**src/rtl/plm_pkg.sv**
```systemverilog
// Shared types for the lock monitor: result bands and timer states.
package plm_pkg;

    // Band a single comparison cycle falls into
    typedef enum logic [1:0] {
        CLS_GOOD = 2'd0,
        CLS_MID  = 2'd1,
        CLS_BAD  = 2'd2
    } err_class_t;

    // Which edge the phase timer is still waiting for
    typedef enum logic [1:0] {
        ST_IDLE     = 2'd0,
        ST_WAIT_FB  = 2'd1,
        ST_WAIT_REF = 2'd2
    } timer_state_t;

    // Sort one measurement into a band; a timeout is always large
    function automatic err_class_t classify(input int unsigned err,
                                            input int unsigned acq,
                                            input int unsigned lose,
                                            input logic        timed_out);
        if (timed_out)    return CLS_BAD;
        if (err < acq)    return CLS_GOOD;
        if (err > lose)   return CLS_BAD;
        return CLS_MID;
    endfunction

endpackage

```
**src/rtl/plm_phase_timer.sv**
```systemverilog
// Phase timer: measures ticks from the first-arriving edge to the other.
// Assumes both pulses are one tick wide and synchronous to clk.
// Output is registered: meas_valid pulses on the tick after the edge
// that completes a measurement or the tick count reaches the timeout.
module plm_phase_timer #(
    parameter int unsigned TIMEOUT_TICKS = 200,
    localparam int unsigned CNT_W = $clog2(TIMEOUT_TICKS + 1)
) (
    input  logic             clk,
    input  logic             rst_n,
    input  logic             ref_pulse,
    input  logic             fb_pulse,
    output logic             meas_valid,
    output logic [CNT_W-1:0] meas_err,
    output logic             meas_timeout
);
    import plm_pkg::*;

    localparam logic [CNT_W-1:0] TMO_LIMIT = CNT_W'(TIMEOUT_TICKS);

    timer_state_t     state;
    logic [CNT_W-1:0] tick_cnt;
    logic             other_edge;

    // Pick the edge that would complete the pending measurement
    always_comb begin
        other_edge = (state == ST_WAIT_FB) ? fb_pulse : ref_pulse;
    end

    // Track the pending edge, count ticks and publish each result
    always_ff @(posedge clk) begin
        if (!rst_n) begin
            state        <= ST_IDLE;
            tick_cnt     <= '0;
            meas_valid   <= 1'b0;
            meas_err     <= '0;
            meas_timeout <= 1'b0;
        end else begin
            meas_valid   <= 1'b0;
            meas_timeout <= 1'b0;
            case (state)
                ST_IDLE: begin
                    if (ref_pulse && fb_pulse) begin
                        meas_valid <= 1'b1;
                        meas_err   <= '0;
                    end else if (ref_pulse) begin
                        state    <= ST_WAIT_FB;
                        tick_cnt <= CNT_W'(1);
                    end else if (fb_pulse) begin
                        state    <= ST_WAIT_REF;
                        tick_cnt <= CNT_W'(1);
                    end
                end
                ST_WAIT_FB, ST_WAIT_REF: begin
                    if (other_edge) begin
                        meas_valid <= 1'b1;
                        meas_err   <= tick_cnt;
                        state      <= ST_IDLE;
                    end else if (tick_cnt == TMO_LIMIT) begin
                        meas_valid   <= 1'b1;
                        meas_timeout <= 1'b1;
                        meas_err     <= tick_cnt;
                        state        <= ST_IDLE;
                    end else begin
                        tick_cnt <= tick_cnt + CNT_W'(1);
                    end
                end
                default: state <= ST_IDLE;
            endcase
        end
    end

endmodule

```
**src/rtl/plm_error_classifier.sv**
```systemverilog
// Error classifier: maps a measured tick count to a result band.
// Purely combinational; assumes ACQ_TICKS <= LOSE_TICKS < TIMEOUT_TICKS.
module plm_error_classifier #(
    parameter int unsigned ACQ_TICKS     = 15,
    parameter int unsigned LOSE_TICKS    = 25,
    parameter int unsigned TIMEOUT_TICKS = 200,
    localparam int unsigned CNT_W = $clog2(TIMEOUT_TICKS + 1)
) (
    input  logic                meas_valid,
    input  logic [CNT_W-1:0]    meas_err,
    input  logic                meas_timeout,
    output logic                res_valid,
    output plm_pkg::err_class_t res_class
);
    import plm_pkg::*;

    // Band the measurement; the valid strobe passes straight through
    always_comb begin
        res_valid = meas_valid;
        res_class = classify(32'(meas_err), ACQ_TICKS, LOSE_TICKS, meas_timeout);
    end

endmodule

```
**src/rtl/plm_lock_tracker.sv**
```systemverilog
// Lock tracker: counts consecutive small-error results and owns the flag.
// Assumes STRICT_CNT >= LOOSE_CNT >= 1. Acts only on ticks with res_valid.
module plm_lock_tracker #(
    parameter int unsigned LOOSE_CNT  = 3,
    parameter int unsigned STRICT_CNT = 5,
    localparam int unsigned MAX_CNT = (STRICT_CNT > LOOSE_CNT) ? STRICT_CNT : LOOSE_CNT,
    localparam int unsigned GOOD_W  = $clog2(MAX_CNT + 1)
) (
    input  logic                clk,
    input  logic                rst_n,
    input  logic                strict_sel,
    input  logic                res_valid,
    input  plm_pkg::err_class_t res_class,
    output logic                lock_flag,
    output logic [GOOD_W-1:0]   good_cnt
);
    import plm_pkg::*;

    logic [GOOD_W-1:0] need_cnt;
    logic [GOOD_W-1:0] next_cnt;

    // Run length required by the selected precision, and the next count
    always_comb begin
        need_cnt = strict_sel ? GOOD_W'(STRICT_CNT) : GOOD_W'(LOOSE_CNT);
        next_cnt = (good_cnt == GOOD_W'(MAX_CNT)) ? good_cnt : good_cnt + GOOD_W'(1);
    end

    // Update the run counter and lock flag once per result
    always_ff @(posedge clk) begin
        if (!rst_n) begin
            good_cnt  <= '0;
            lock_flag <= 1'b0;
        end else if (res_valid) begin
            case (res_class)
                CLS_GOOD: begin
                    good_cnt <= next_cnt;
                    if (next_cnt >= need_cnt) lock_flag <= 1'b1;
                end
                CLS_MID: good_cnt <= '0;
                default: begin
                    good_cnt  <= '0;
                    lock_flag <= 1'b0;
                end
            endcase
        end
    end

endmodule

```
**src/rtl/pll_lock_monitor.sv**
```systemverilog
// Digital PLL lock detector top: phase timer, classifier, lock tracker.
// Assumes ref_pulse and fb_pulse are one-tick pulses synchronous to clk.
module pll_lock_monitor #(
    parameter int unsigned ACQ_TICKS     = 15,
    parameter int unsigned LOSE_TICKS    = 25,
    parameter int unsigned TIMEOUT_TICKS = 200,
    parameter int unsigned LOOSE_CNT     = 3,
    parameter int unsigned STRICT_CNT    = 5,
    localparam int unsigned CNT_W   = $clog2(TIMEOUT_TICKS + 1),
    localparam int unsigned MAX_CNT = (STRICT_CNT > LOOSE_CNT) ? STRICT_CNT : LOOSE_CNT,
    localparam int unsigned GOOD_W  = $clog2(MAX_CNT + 1)
) (
    input  logic clk,
    input  logic rst_n,
    input  logic ref_pulse,
    input  logic fb_pulse,
    input  logic strict_sel,
    output logic lock_flag
);
    import plm_pkg::*;

    logic              meas_valid;
    logic [CNT_W-1:0]  meas_err;
    logic              meas_timeout;
    logic              res_valid;
    err_class_t        res_class;
    logic [GOOD_W-1:0] good_cnt;

    plm_phase_timer #(
        .TIMEOUT_TICKS(TIMEOUT_TICKS)
    ) u_timer (
        .clk         (clk),
        .rst_n       (rst_n),
        .ref_pulse   (ref_pulse),
        .fb_pulse    (fb_pulse),
        .meas_valid  (meas_valid),
        .meas_err    (meas_err),
        .meas_timeout(meas_timeout)
    );

    plm_error_classifier #(
        .ACQ_TICKS    (ACQ_TICKS),
        .LOSE_TICKS   (LOSE_TICKS),
        .TIMEOUT_TICKS(TIMEOUT_TICKS)
    ) u_class (
        .meas_valid  (meas_valid),
        .meas_err    (meas_err),
        .meas_timeout(meas_timeout),
        .res_valid   (res_valid),
        .res_class   (res_class)
    );

    plm_lock_tracker #(
        .LOOSE_CNT (LOOSE_CNT),
        .STRICT_CNT(STRICT_CNT)
    ) u_track (
        .clk       (clk),
        .rst_n     (rst_n),
        .strict_sel(strict_sel),
        .res_valid (res_valid),
        .res_class (res_class),
        .lock_flag (lock_flag),
        .good_cnt  (good_cnt)
    );

endmodule

```
**config.mk**
```make
export PLATFORM = sky130hd
export DESIGN_NAME = pll_lock_monitor
export DESIGN_NICKNAME = d
export VERILOG_FILES = /design/src/rtl/plm_pkg.sv /design/src/rtl/plm_phase_timer.sv /design/src/rtl/plm_error_classifier.sv /design/src/rtl/plm_lock_tracker.sv /design/src/rtl/pll_lock_monitor.sv
export SDC_FILE = /design/constraint.sdc
export NUM_CORES = 1
export LEC_CHECK = 0
export BUFFER_PORTS_ARGS = -buffer_cell sky130_fd_sc_hd__buf_2
export CAP_MARGIN = 25
export CORE_MARGIN = 3
export CORE_UTILIZATION = 55
export DETAILED_ROUTE_END_ITERATION = 10
export HOLD_SLACK_MARGIN = 0.05
export PLACE_DENSITY_LB_ADDON = 0.25
export REMOVE_ABC_BUFFERS = 1
export SETUP_SLACK_MARGIN = 0.05
export SYNTH_ARGS = -nofsm -noshare
export SYNTH_HDL_FRONTEND = slang
export SYNTH_SLANG_ARGS = --single-unit
```
**constraint.sdc**
```tcl
create_clock -name clk -period 4.95 [get_ports clk]
set_input_delay 0.2475 -clock clk [delete_from_list [all_inputs] [get_ports clk]]
set_output_delay 0.2475 -clock clk [all_outputs]
set_load 0.05 [all_outputs]
```
-- Word-level counts from Yosys, hierarchy flattened
Cells that the tools add are included.
- logic and storage cells: 75
- bits of input ports: 5
- register bits after elaboration: 24
- output and inout port bits: 1
- reduce and logical (&&, ||, !) cells: 10
- bitwise gates (word level): 3
- magnitude comparators: 3
- mux-type cells: 38
- add/sub/neg operators: 2
- eq/ne operators: 12
- operators by type and width (operator ; number):
    $mux W8 ; 8
    $pmux W8 S2 ; 2
    $mux W2 ; 11
    $mux W1 ; 11
    $mux W3 ; 3
    $reduce_and A3 Y1 ; 3
    $add A8 B1 Y8 const B ; 1
    $eq A8 B8 Y1 const B ; 1
    $gt A8 B5 Y1 const B ; 1
    $lt A8 B4 Y1 const B ; 1
    $ne A2 B2 Y1 const B ; 3
    $reduce_and A5 Y1 ; 1
    $eq A2 B1 Y1 const B ; 2
    $logic_not A2 Y1 ; 2
    $ne A2 B1 Y1 const B ; 2
    $pmux W1 S2 ; 2
    $pmux W2 S2 ; 1
    $add A3 B1 Y3 const B ; 1
    $eq A3 B3 Y1 const B ; 1
    $ge A3 B3 Y1 ; 1
    $ne A3 B1 Y1 const B ; 1
    $ne A3 B3 Y1 const B ; 1
    $not A1 Y1 ; 3
    $reduce_or A3 Y1 ; 1
    other kinds (4) ; 4

-- Depth between registers and ports, before layout
- word-level depth: 11
- gate-level depth with buffers: 9
- mapped depth without buffers: 9

-- Cells and area by module
A second synthesis with hierarchy kept.
- cells, all modules: 161
- area total of the unflattened synthesis: 1388.8 sq um
- by module, submodules not included (module ; instances ; area an instance (sq um) ; cells each ; seq. area each (sq um)):
    plm_phase_timer ; 1 ; 1046.0 ; 117 ; 400.4
    plm_lock_tracker ; 1 ; 286.5 ; 35 ; 80.1
    plm_error_classifier ; 1 ; 56.3 ; 9 ; 0.0

-- Least setup slack after synthesis
No wires, ideal clock.
- path type: register to register
- from: reg u_timer.state[0]
- to: reg u_timer.tick_cnt[5]
- data arrival time: 1.867 ns
- clock period less this slack: 1.938 ns
- library setup time: 0.071 ns
- cell stages (with the launch flop): 8
- buffers on the path: 1
- path slack: 3.012 ns
- data required time: 4.879 ns
- cell sequence: dfxtp_1 -> inv_1 -> ha_1 -> clkbuf_1 -> o2bb2ai_1 -> a211o_1 -> or4_1 -> a21oi_1
- longest elaborated chain between the ends: 4
- elaborated cells between the ends (all ways): 12
- classes of those cells: eq/ne: 6; mux: 2; reduce/logical: 4
- ends and longest elaborated chain (item ; line ; source):
    start: declaration ; plm_phase_timer.sv:21 ; timer_state_t state;
    start signal: assignment ; plm_phase_timer.sv:33 ; state <= ST_IDLE;
    start signal: assignment ; plm_phase_timer.sv:47 ; state <= ST_WAIT_FB;
    start signal: assignment ; plm_phase_timer.sv:50 ; state <= ST_WAIT_REF;
    $eq A2 B2 Y1 / $eq A2 B1 Y1 (equally long branches) ; plm_phase_timer.sv:41, plm_phase_timer.sv:27 ;
    $reduce_or A2 Y1 / $mux W1 (equally long branches) ; plm_phase_timer.sv:41, plm_phase_timer.sv:27 ;
    $ne A2 B2 Y1 (no line) / $reduce_bool A2 Y1 (equally long branches) ; n/a ;
    $reduce_and A5 Y1 (no line) ; n/a ;
    end signal: assignment ; plm_phase_timer.sv:65 ; tick_cnt <= tick_cnt + CNT_W'(1);
    end: declaration ; plm_phase_timer.sv:22 ; logic [CNT_W-1:0] tick_cnt;
Parallel ways exist; a longest one is shown, timed or not.
A chain may end at the register's enable or synchronous reset.

-- Final worst setup path
- from: reg u_timer.state[1]
- to: reg u_timer.tick_cnt[6]
Same word-level chain as after synthesis.

==> results.cfg <==
[status]
result_of_the_run = finished clean

[synth]
yosysUniqueCellTypes = 41
post-synth-top-area-fraction = 0.377
synth_edf_count = 0
ys_async_sr_fraction = 0
synth.most_common_cell = dfxtp_1
yosys-top-cells-area = dfxtp_1, ha_1, a22o_1, a21oi_1, inv_1
area_leader_netlist = dfxtp_1
postSynthRegisterBits = 24
synth-seq-area-share = 0.377
cell_area_synth_um2 = 1270
synth_flop_cell = dfxtp_1
synthesis.instances = 141
synth-warning-count = 0
synth_top_cells_by_count = dfxtp_1, a21oi_1, inv_1, ha_1, a22o_1
syn_avg_cell_area_um2 = 9.03

[layout]
finish.cell_count_without_fillers = 173
ff_latch_area_um2 = 480
area_growth_pct = 7.47
fin_nets = 161
proportion_of_layout_cells_with_a_drive_suffix_above_1 = 0.0890
num-fill-cells = 170
multi_input_area_um2 = 736
final_core_utilization = 0.657
antenna_diode_instance_count = 0

[detailed_routing]
drt_first_iter_violations = 39
number_of_vias_after_detailed_routing = 1071
wl_um = 2540
wl_per_cell_um = 14.7
post_drt_via_cell_ratio = 6.19
drcViolationCount = 0
drt_first_pass_iters = 4
drt.antenna.violating_nets = 0

[setup_path]
endpoint_kind = flip-flop
largest_fanout_on_the_critical_path = 13
arrival_ns = 2.52
rr_worst_depth = 6
worst_r2r_endpoint = u_timer.tick_cnt[6]
cp-endpoint = u_timer.tick_cnt[6]
timing.critical_path.required_ns = 5.21
origin_of_the_critical_flop_to_flop_path = u_timer.state[1]
setup.worst_path.start_class = flip-flop
critical_path.startpoint = u_timer.state[1]
setup.worst_path.class = reg -> reg
r2r_slack_ns = 2.69

[timing]
tns_ns = 0
setup_violations = 0
tightest_slew_ns = 0.716
final.hold.worst_slack_ns = 0.213
post-route-period-util = 0.456
maxSlewHeadroom = 0.519
finalCriticalPeriod_ns = 2.26
unrepaired_setup_endpoints_after_global_routing = false
timing_hold_violations_final = 0
final-max-slew-violation-count = 0
finalClockSkew_ns = 0.00804
max_freq_mhz = 443

[flow_run]
max_cap_viol_count = 0

[cts]
cts_tree = built
post_cts_hold_buffer_count = 0
postCtsSetupRepairBufs = 0
clock_transition_time_at_the_flip_flop_clock_pins_of_the_worst_setup_and_hold_paths_ns = 0.14
htree_num_levels = 1
cts.path.max_buffers = 2
cts_made_buffers = 3
cts_resized = 0
root_buffer = clkbuf_4
clock-sinks = 24
clock_latency_late_sink_ns = 0.33

[global_routing]
grt_start_max_net_pins = 15
grt_first_pass_wirelength_um = 4240
antenna_found_initial = 0
gr-total-overflow = 0
groute.usage.overall = 0.200
grt_pass1_vias = 974

[floorplanning]
ioPinCount = 6
core_region_area_um2 = 2080
die-area_um2 = 2930
std_cell_rows = 16
die_y_um = 54.1
die-width_um = 54.1
floorplan.initialDensity = 0.612

[pwr]
leakage_dissipation_nw = 0.549
cell_internal_pwr_w = 0.000305
power_switching_w = 0.000112
irDropWorstVdd_mv = 0.231
power.combinational.fraction = 0.157
pwr-share-seq = 0.495
clock_power_share = 0.349
swShare = 0.269
pwr_density_cell_nw_per_um2 = 305

[place]
dp.cells = 169
place.port_buffers = 5
dp.final_hpwl_um = 1800
globalplace.congestion = 0.820

[min_path]
worstHoldPathType = in -> reg
## cell usage in the layout, fill, tap and decap left out, types with 2 or more instances in the layout
cell type | netlist | layout
xnor2_1 | 2 | 2
nor4_1 | 2 | 2
nor2b_1 | 3 | 3
ha_1 | 9 | 9
mux2i_1 | 2 | 2
clkbuf_4 | 0 | 3
nor3b_1 | 2 | 2
nor2_1 | 6 | 6
a22o_1 | 8 | 8
buf_2 | 1 | 5
o21ai_0 | 6 | 6
nand4_1 | 3 | 3
o31ai_1 | 4 | 4
a211oi_1 | 2 | 2
or3_1 | 3 | 3
o21a_1 | 2 | 2
nand3_1 | 7 | 7
dfxtp_1 | 24 | 24
inv_1 | 11 | 11
nand2_1 | 7 | 7
a41o_1 | 2 | 2
or4_1 | 3 | 3
a21oi_1 | 12 | 12
## sequential cells by signal, indices dropped and copies added (netlist names)
register,cells
u_timer.state,2
u_track.lock_flag,1
u_timer.meas_valid,1
u_timer.meas_timeout,1
u_track.good_cnt,3
u_timer.meas_err,8
u_timer.tick_cnt,8
## logic make-up after synthesis
logic type | after synthesis | synth area share
buf+inv | 15 | 0.0452
mux | 3 | 0.0275
xor+xnor | 2 | 0.0138
flops | 24 | 0.377
simple gates | 41 | 0.180
fa+ha+maj | 9 | 0.0884
compound gates | 47 | 0.268
## power by group through the flow
stage,clock network (W),logic [W],registers (W)
final,0.000146,0.0000654,0.000207
after CTS,0.000148,0.0000649,0.000206
after floorplan,0,0.0000479,0.000210
after global routing,0.000153,0.0000740,0.000208
after detailed placement,0,0.0000646,0.000211
after global placement,0,0.0000624,0.000210
## layout make-up
type	count	share of cell area
Inverter	11	0.0302
Tap cell	27	0.0247
Clock buffer	3	0.0165
Clock inverter	1	0.0219
Timing Repair Buffer	5	0.0183
Sequential cell	24	0.351
Multi-Input combinational cell	102	0.537
## critical path, cell delays in order (launching register included)
cell and delay (ns):
dfxtp_1 0.40, inv_1 0.08, ha_1 0.20, mux2_4 0.33
a211o_1 0.43, or4_1 0.56, a21oi_1 0.20
## how the worst min path moves through the flow
stage | cells after the start | start | endpoint | slack, ns
after CTS | 2 | rst_n | u_track.good_cnt[1] | 0.21
after floorplan | 1 | rst_n | u_track.good_cnt[1] | 0.36
after global routing | 2 | rst_n | u_track.good_cnt[1] | 0.23
after global placement | 1 | u_timer.meas_err[6] | u_timer.meas_err[6] | 0.46
after detailed placement | 1 | u_timer.meas_err[6] | u_timer.meas_err[6] | 0.47
final | 2 | rst_n | u_track.good_cnt[1] | 0.21
## layer usage
layer / part of all wire / vias up / routed length [µm] / global-route usage
met2: 0.47 / 27 / 1210 / 0.331
met5: 0 / - / 0 / 0
met1: 0.47 / 497 / 1200 / 0.247
met4: 0.0091 / 0 / 23 / 0.0705
li1: - / 543 / - / -
met3: 0.044 / 4 / 112 / 0.0526
## metrics by stage
| stage | total power, W | worst slack, ns | cell area [µm²] |
|---|---|---|---|
| after floorplan | 0.000258 | 2.95 | 1260 |
| after global placement | 0.000272 | 2.88 | 1320 |
| after detailed placement | 0.000275 | 2.80 | 1320 |
| after CTS | 0.000419 | 2.69 | 1370 |
| after global routing | 0.000435 | 2.58 | 1370 |
| final | 0.000418 | 2.69 | 1370 |
No activity file was read; power rests on OpenSTA's default activity.
